`config.mk`:
```
export PLATFORM = sky130hd
export DESIGN_NAME = bitfield_iv_unit
export DESIGN_NICKNAME = d
export VERILOG_FILES = /design/src/rtl/bitfield_iv_unit.sv
export SDC_FILE = /design/constraint.sdc
export NUM_CORES = 1
export LEC_CHECK = 0
export ABC_AREA = 0
export BUFFER_PORTS_ARGS = -buffer_cell sky130_fd_sc_hd__buf_4
export CAP_MARGIN = 15
export CORE_MARGIN = 1.5
export CORE_UTILIZATION = 55
export CTS_BUF_LIST = sky130_fd_sc_hd__clkbuf_16
export DETAILED_ROUTE_END_ITERATION = 12
export PLACE_DENSITY = 0.78
export SYNTH_ARGS = -nofsm -noshare
export SYNTH_HDL_FRONTEND = slang
export SYNTH_SLANG_ARGS = --single-unit
```
`constraint.sdc`:
```
create_clock -name clk -period 4.1 [get_ports clk]
set_input_delay 0.82 -clock clk [delete_from_list [all_inputs] [get_ports clk]]
set_output_delay 0.82 -clock clk [all_outputs]
set_load 0.02 [all_outputs]
```
`src/rtl/bitfield_iv_unit.sv`:
```
module bitfield_iv_unit #(
  parameter int DW = 8,
  parameter int LW = 3
) (
  input  logic          clk,
  input  logic          rst_n,
  input  logic          req_valid,
  input  logic [1:0]    req_kind,
  input  logic          req_bank,
  input  logic [LW-1:0] req_len,
  input  logic [LW-1:0] req_pos,
  input  logic [DW-1:0] req_data,
  output logic          busy,
  output logic          rd_valid,
  output logic [DW-1:0] rd_field,
  output logic [DW:0]   io_addr,
  output logic          io_rd,
  output logic          io_wr,
  output logic [DW-1:0] io_wdata,
  input  logic [DW-1:0] io_rdata
);
  localparam logic [LW-1:0] TOP = LW'(DW - 1);

  typedef enum logic [1:0] {S_IDLE, S_RD, S_WR} state_t;
  state_t state;

  logic [DW-1:0] addr_l, addr_r, lat_l, lat_r, op_val;
  logic [LW-1:0] op_len, op_pos;
  logic          op_bank, op_wr;

  wire take = req_valid && (state == S_IDLE);

  wire [LW-1:0]   sh     = TOP - op_pos;
  wire [DW-1:0]   fmask  = (op_len == '0) ? {DW{1'b1}} : DW'((DW'(1) << op_len) - 1'b1);
  wire [2*DW-1:0] dbl    = {io_rdata, io_rdata} >> sh;
  wire [DW-1:0]   fext   = dbl[DW-1:0] & fmask;
  wire [DW-1:0]   msk_sh = fmask << sh;
  wire [DW-1:0]   val_sh = op_val << sh;
  wire [DW-1:0]   merged = (io_rdata & ~msk_sh) | (val_sh & msk_sh);

  assign busy     = (state != S_IDLE);
  assign io_rd    = (state == S_RD);
  assign io_wr    = (state == S_WR);
  assign io_addr  = busy ? {op_bank, (op_bank ? addr_r : addr_l)} : '0;
  assign io_wdata = op_bank ? lat_r : lat_l;

  always_ff @(posedge clk) begin
    if (!rst_n) begin
      state    <= S_IDLE;
      addr_l   <= '0;
      addr_r   <= '0;
      lat_l    <= '0;
      lat_r    <= '0;
      op_bank  <= 1'b0;
      op_wr    <= 1'b0;
      op_len   <= '0;
      op_pos   <= '0;
      op_val   <= '0;
      rd_valid <= 1'b0;
      rd_field <= '0;
    end else begin
      rd_valid <= 1'b0;
      case (state)
        S_IDLE: if (take) begin
          if (req_kind == 2'd0) begin
            if (req_bank) addr_r <= req_data;
            else          addr_l <= req_data;
          end else if (req_kind != 2'd3) begin
            state   <= S_RD;
            op_bank <= req_bank;
            op_wr   <= (req_kind == 2'd2);
            op_len  <= req_len;
            op_pos  <= req_pos;
            op_val  <= req_data;
          end
        end
        S_RD: begin
          if (op_bank) lat_r <= op_wr ? merged : io_rdata;
          else         lat_l <= op_wr ? merged : io_rdata;
          if (op_wr) begin
            state <= S_WR;
          end else begin
            state    <= S_IDLE;
            rd_valid <= 1'b1;
            rd_field <= fext;
          end
        end
        default: state <= S_IDLE;
      endcase
    end
  end
endmodule

```
After elaboration in Yosys (flattened, before gate mapping)

Cells that the tools add are included.

Reduce and logical (&&, ||, !) cells: 13
Shift operators: 4
Add/subtract/negate cells: 2
Muxes and demuxes: 11
Equality and inequality tests: 7
Bitwise logic cells: 9

Operator list:

| cell                  | number |
|---|---|
| $mux W8               | 4 |
| $and A8 B8 Y8         | 3 |
| $shl A8 B3 Y8         | 2 |
| $shr A16 B3 Y8        | 1 |
| $reduce_and A4 Y1     | 3 |
| $mux W9               | 1 |
| $mux W2               | 4 |
| $not A8 Y8            | 1 |
| $or A8 B8 Y8          | 1 |
| $reduce_and A2 Y1     | 4 |
| $shl A1 B3 Y8 const A | 1 |
| $sub A8 B1 Y8 const B | 1 |
| $ne A2 B2 Y1 const B  | 3 |
| $eq A2 B2 Y1 const B  | 2 |
| $logic_not A2 Y1      | 2 |
| $not A1 Y1            | 4 |
| $pmux W2 S2           | 1 |
| $logic_not A3 Y1      | 1 |
| $reduce_and A3 Y1     | 1 |
| $sub A3 B3 Y3 const A | 1 |
| $eq A2 B1 Y1 const B  | 1 |
| $ne A2 B1 Y1 const B  | 1 |
| $reduce_bool A2 Y1    | 1 |
| $logic_and A1 B1 Y1   | 1 |
| $mux W1               | 1 |

Bits in registers: 59
Output and inout bits: 29

Logic depth before layout (Yosys ltp)

Depth in word-level cells: 8
Gate-level depth with buffers: 8
Depth with buffers taken out: 5

Least setup slack after synthesis

OpenSTA, ideal clock, no wires.

Kind: register to output
Start: register op_bank
End: output io_addr[0]
Arrival time: 1.345 ns
Path slack: 1.935 ns
Data required time: 3.280 ns
Path buffers: 2
Stages on the path, launching flop included: 5
Cell sequence: dfxtp_1 -> buf_1 -> buf_2 -> mux2i_1 -> nor2_1

Word-level cells in the longest chain between the ends: 2

RTL lines:

| what                   | RTL line | text |
|---|---|---|
| start, declared        | 29       | `logic op_bank, op_wr;` |
| start signal, assigned | 70       | `op_bank <= req_bank;` |
| $mux W8                | 44       | `assign io_addr = busy ? {op_bank, (op_bank ? addr_r : addr_l)} : '0;` |
| $mux W9                | 44       |  |
| end, declared          | 16       | `output logic [DW:0] io_addr,` |

Every way passes these cells.

Worst setup path in the final report

Start: register op_bank
End: output io_wdata[7]

Word-level cells in the longest chain between the ends: 1

RTL lines:

| what          | RTL line | text |
|---|---|---|
| $mux W8       | 45       | `assign io_wdata = op_bank ? lat_r : lat_l;` |
| end, declared | 19       | `output logic [DW-1:0] io_wdata,` |

Every way passes these cells.

==> impl_metrics.json <==
{
  "first_global_vias": 2643,
  "final_hold_viol_count": 0,
  "cts_made_buffers": 9,
  "power.total_mw": 1.62,
  "height_of_the_chip_microns": 80.7,
  "cts.root.buffer_cell": "sky130_fd_sc_hd__clkbuf_16",
  "layout_cells_sized_above_1_pct": 23.7,
  "timing.critical_path.required_ns": 3.28,
  "worst-setup-path-type": "flip-flop to primary output",
  "grt_start_max_net_pins": 49,
  "route.met3.wl_microns": 453,
  "fin_util_pct": 68.2,
  "max_cap_violations": 0,
  "regArea_sq_um": 1180,
  "mapped_avg_cell_area_sq_um": 9.07,
  "first_pass_grt_wire_length_microns": 13000,
  "cp_data_arrival_time_ns": 1.94,
  "most-common-layout-cells": "sky130_fd_sc_hd__nor2_1 (59), sky130_fd_sc_hd__dfxtp_1 (59), sky130_fd_sc_hd__buf_4 (59)",
  "globalRouteOverflowTotal": 0,
  "pre_cts_ws_ns": 1.69,
  "post_cts.repair.setup_buffers": 0,
  "synth.ff_latch_count": 59,
  "netlist-cell-type-count": 51,
  "max-clock-path-buffers": 2,
  "post_detail_place_hpwl_microns": 5380,
  "maxClockFrequency_mhz": 362,
  "finClkSkew_ns": 0.00715,
  "insertion_delay_ns": 0.33,
  "ant_nets": 0,
  "post_dp_cell_area_sq_um": 3700,
  "max-vdd-ir-drop_v": 0.000317,
  "power.leakage_nw": 1.71,
  "vias": 2854,
  "critical_path.startpoint_type": "flip-flop",
  "fp-row-count": 28,
  "final.fill_count": 473,
  "synth.net_count": 394,
  "average_wire_per_standard_cell_microns": 15.9,
  "powerDensity_nw_per_um2": 404,
  "io_buffers": 56,
  "final-setup-viol-count": 0,
  "core_area_sq_um": 5890,
  "boundaryPins": 57,
  "clock_slew_at_reported_path_ffs_ns": 0.05,
  "setup_slack_ns": 1.34,
  "maxSlewHeadroom_pct": 29.2,
  "synthCells": 366,
  "slew_viol_final": 0,
  "cts_tree": "built",
  "numClockSinks": 59,
  "chipWidth_microns": 80.7,
  "wl_met2_microns": 3830,
  "grt_antenna_before_repair": 0,
  "dr.max_layer_used": "met4",
  "track_usage_pct": 26.0,
  "fraction_of_the_cycle_the_final_worst_path_needs_pct": 67.3,
  "wirelength_met1_microns": 3290,
  "yosysWarnings": 0,
  "antenna_cells": 0,
  "h-tree-depth": 3,
  "unrepaired_setup_endpoints_after_global_routing": "false",
  "run_status": "completed",
  "syn_to_final_growth_pct": 21.0,
  "path_max_fanout": 21,
  "yosysSeqAreaShare_pct": 35.6,
  "initial_utilization_pct": 56.4,
  "design.die.area_sq_um": 6510,
  "post_cts_resized": 0,
  "cts_hold_bufs": 0,
  "finalSetupTns_ns": 0,
  "final_net_count": 433,
  "vias_per_cell": 5.88,
  "globalplace.congestion": 0.902,
  "multi_input_comb_area_sq_um": 1970,
  "finalWorstPathRequiredPeriod_ns": 2.76,
  "drc_errors": 0,
  "netlist_area_sq_um": 3320,
  "min_path_type": "flip-flop to flip-flop",
  "worst-slew-pin-transition_ns": 1.06,
  "detail_route.first_pass.iterations": 4,
  "postLayoutCellArea_sq_um": 4020,
  "first_iter_violations": 311,
  "detail_route.wirelength_microns": 7720,
  "critPathCaptureType": "primary output"
}
-- kinds of logic after synthesis --
family                 Yosys count  synth area share, %
buffers and inverters           35                 4.98
flip-flops                      59                 35.6
AO/OA/AOI/OAI                   66                 13.4
multiplexers                    77                 27.4
XOR/XNOR                         2                0.528
AND/OR/NAND/NOR                127                 18.1
-- cells in the mapped netlist, drive strengths merged --
library cell	instances	share of area, %
a211o	2	0.53
a211oi	7	1.6
a21boi	2	0.45
a21oi	17	2.6
a2bb2oi	1	0.26
a31oi	3	0.57
a32o	2	0.60
a41oi	2	0.75
and2	1	0.19
and3	1	0.19
and3b	1	0.26
buf	19	3.2
clkbuf	12	1.4
dfxtp	59	36
inv	4	0.45
mux2	10	3.4
mux2i	57	17
mux4	10	6.8
nand2	27	3.1
nand2b	6	1.1
nand3	13	2.1
nand3b	1	0.23
nand4	1	0.19
nand4bb	1	0.34
nor2	60	7.0
nor2b	7	1.3
nor3	3	0.45
nor3b	2	0.60
nor4	2	0.83
o2111ai	2	0.53
o211a	2	0.60
o211ai	4	0.91
o21a	2	0.45
o21ai	13	2.0
o21ba	1	0.30
o221ai	2	0.53
o22ai	3	0.57
o311ai	1	0.26
or3	1	0.19
xnor2	1	0.26
xor2	1	0.26
-- metal layers --
layer  track usage [%]  vias up
met5                 0        -
met4              8.45        0
met3              6.70       15
met2              43.4       97
met1              32.6     1350
li1                  -     1392
-- flip-flops by register name (all words and copies together), names as in the netlist --
register,flops
op_wr,1
op_bank,1
state,2
addr_l,8
op_len,3
op_pos,3
rd_field,8
op_val,8
addr_r,8
rd_valid,1
lat_l,8
lat_r,8
-- metrics by stage --
| step | hold slack [ns] | std cells |
|---|---|---|
| 2_1_floorplan | 0.433 | 366 |
| 3_3_place_gp | 0.450 | 469 |
| 3_5_place_dp | 0.458 | 469 |
| 4_1_cts | 0.470 | 485 |
| 5_1_grt | 0.487 | 485 |
| 6_report | 0.463 | 485 |
-- where the power goes --
group	leakage [nW]	internal, mW	total [mW]	switching, mW
logic	1.07	0.103	0.212	0.109
clock network	0.159	0.524	0.776	0.252
registers	0.479	0.597	0.634	0.0374
-- path summary, 6_finish.rpt --
kind              from          end  slack [ns]  depth (start not counted)
max reg2reg  op_pos[0]  rd_field[7]        1.83                          6
min           lat_r[2]     lat_r[2]        0.46                          2
max            op_bank  io_wdata[7]        1.34                          2
min reg2reg   lat_r[2]     lat_r[2]        0.46                          2
-- critical path: stages (launching register included) --
cell and delay (ns):
sky130_fd_sc_hd__dfxtp_1 1.02, sky130_fd_sc_hd__mux2_2 0.43, sky130_fd_sc_hd__buf_4 0.16
-- cell type report --
cell class	count	share of cell area, %
repair buffers	59	11.0
clock inverters	7	2.12
inverters	4	0.374
flip-flops and latches	59	29.4
multi-input cells	272	49.1
well taps	75	2.34
clock buffers	9	5.61
(Power assumes the default switching activity.)
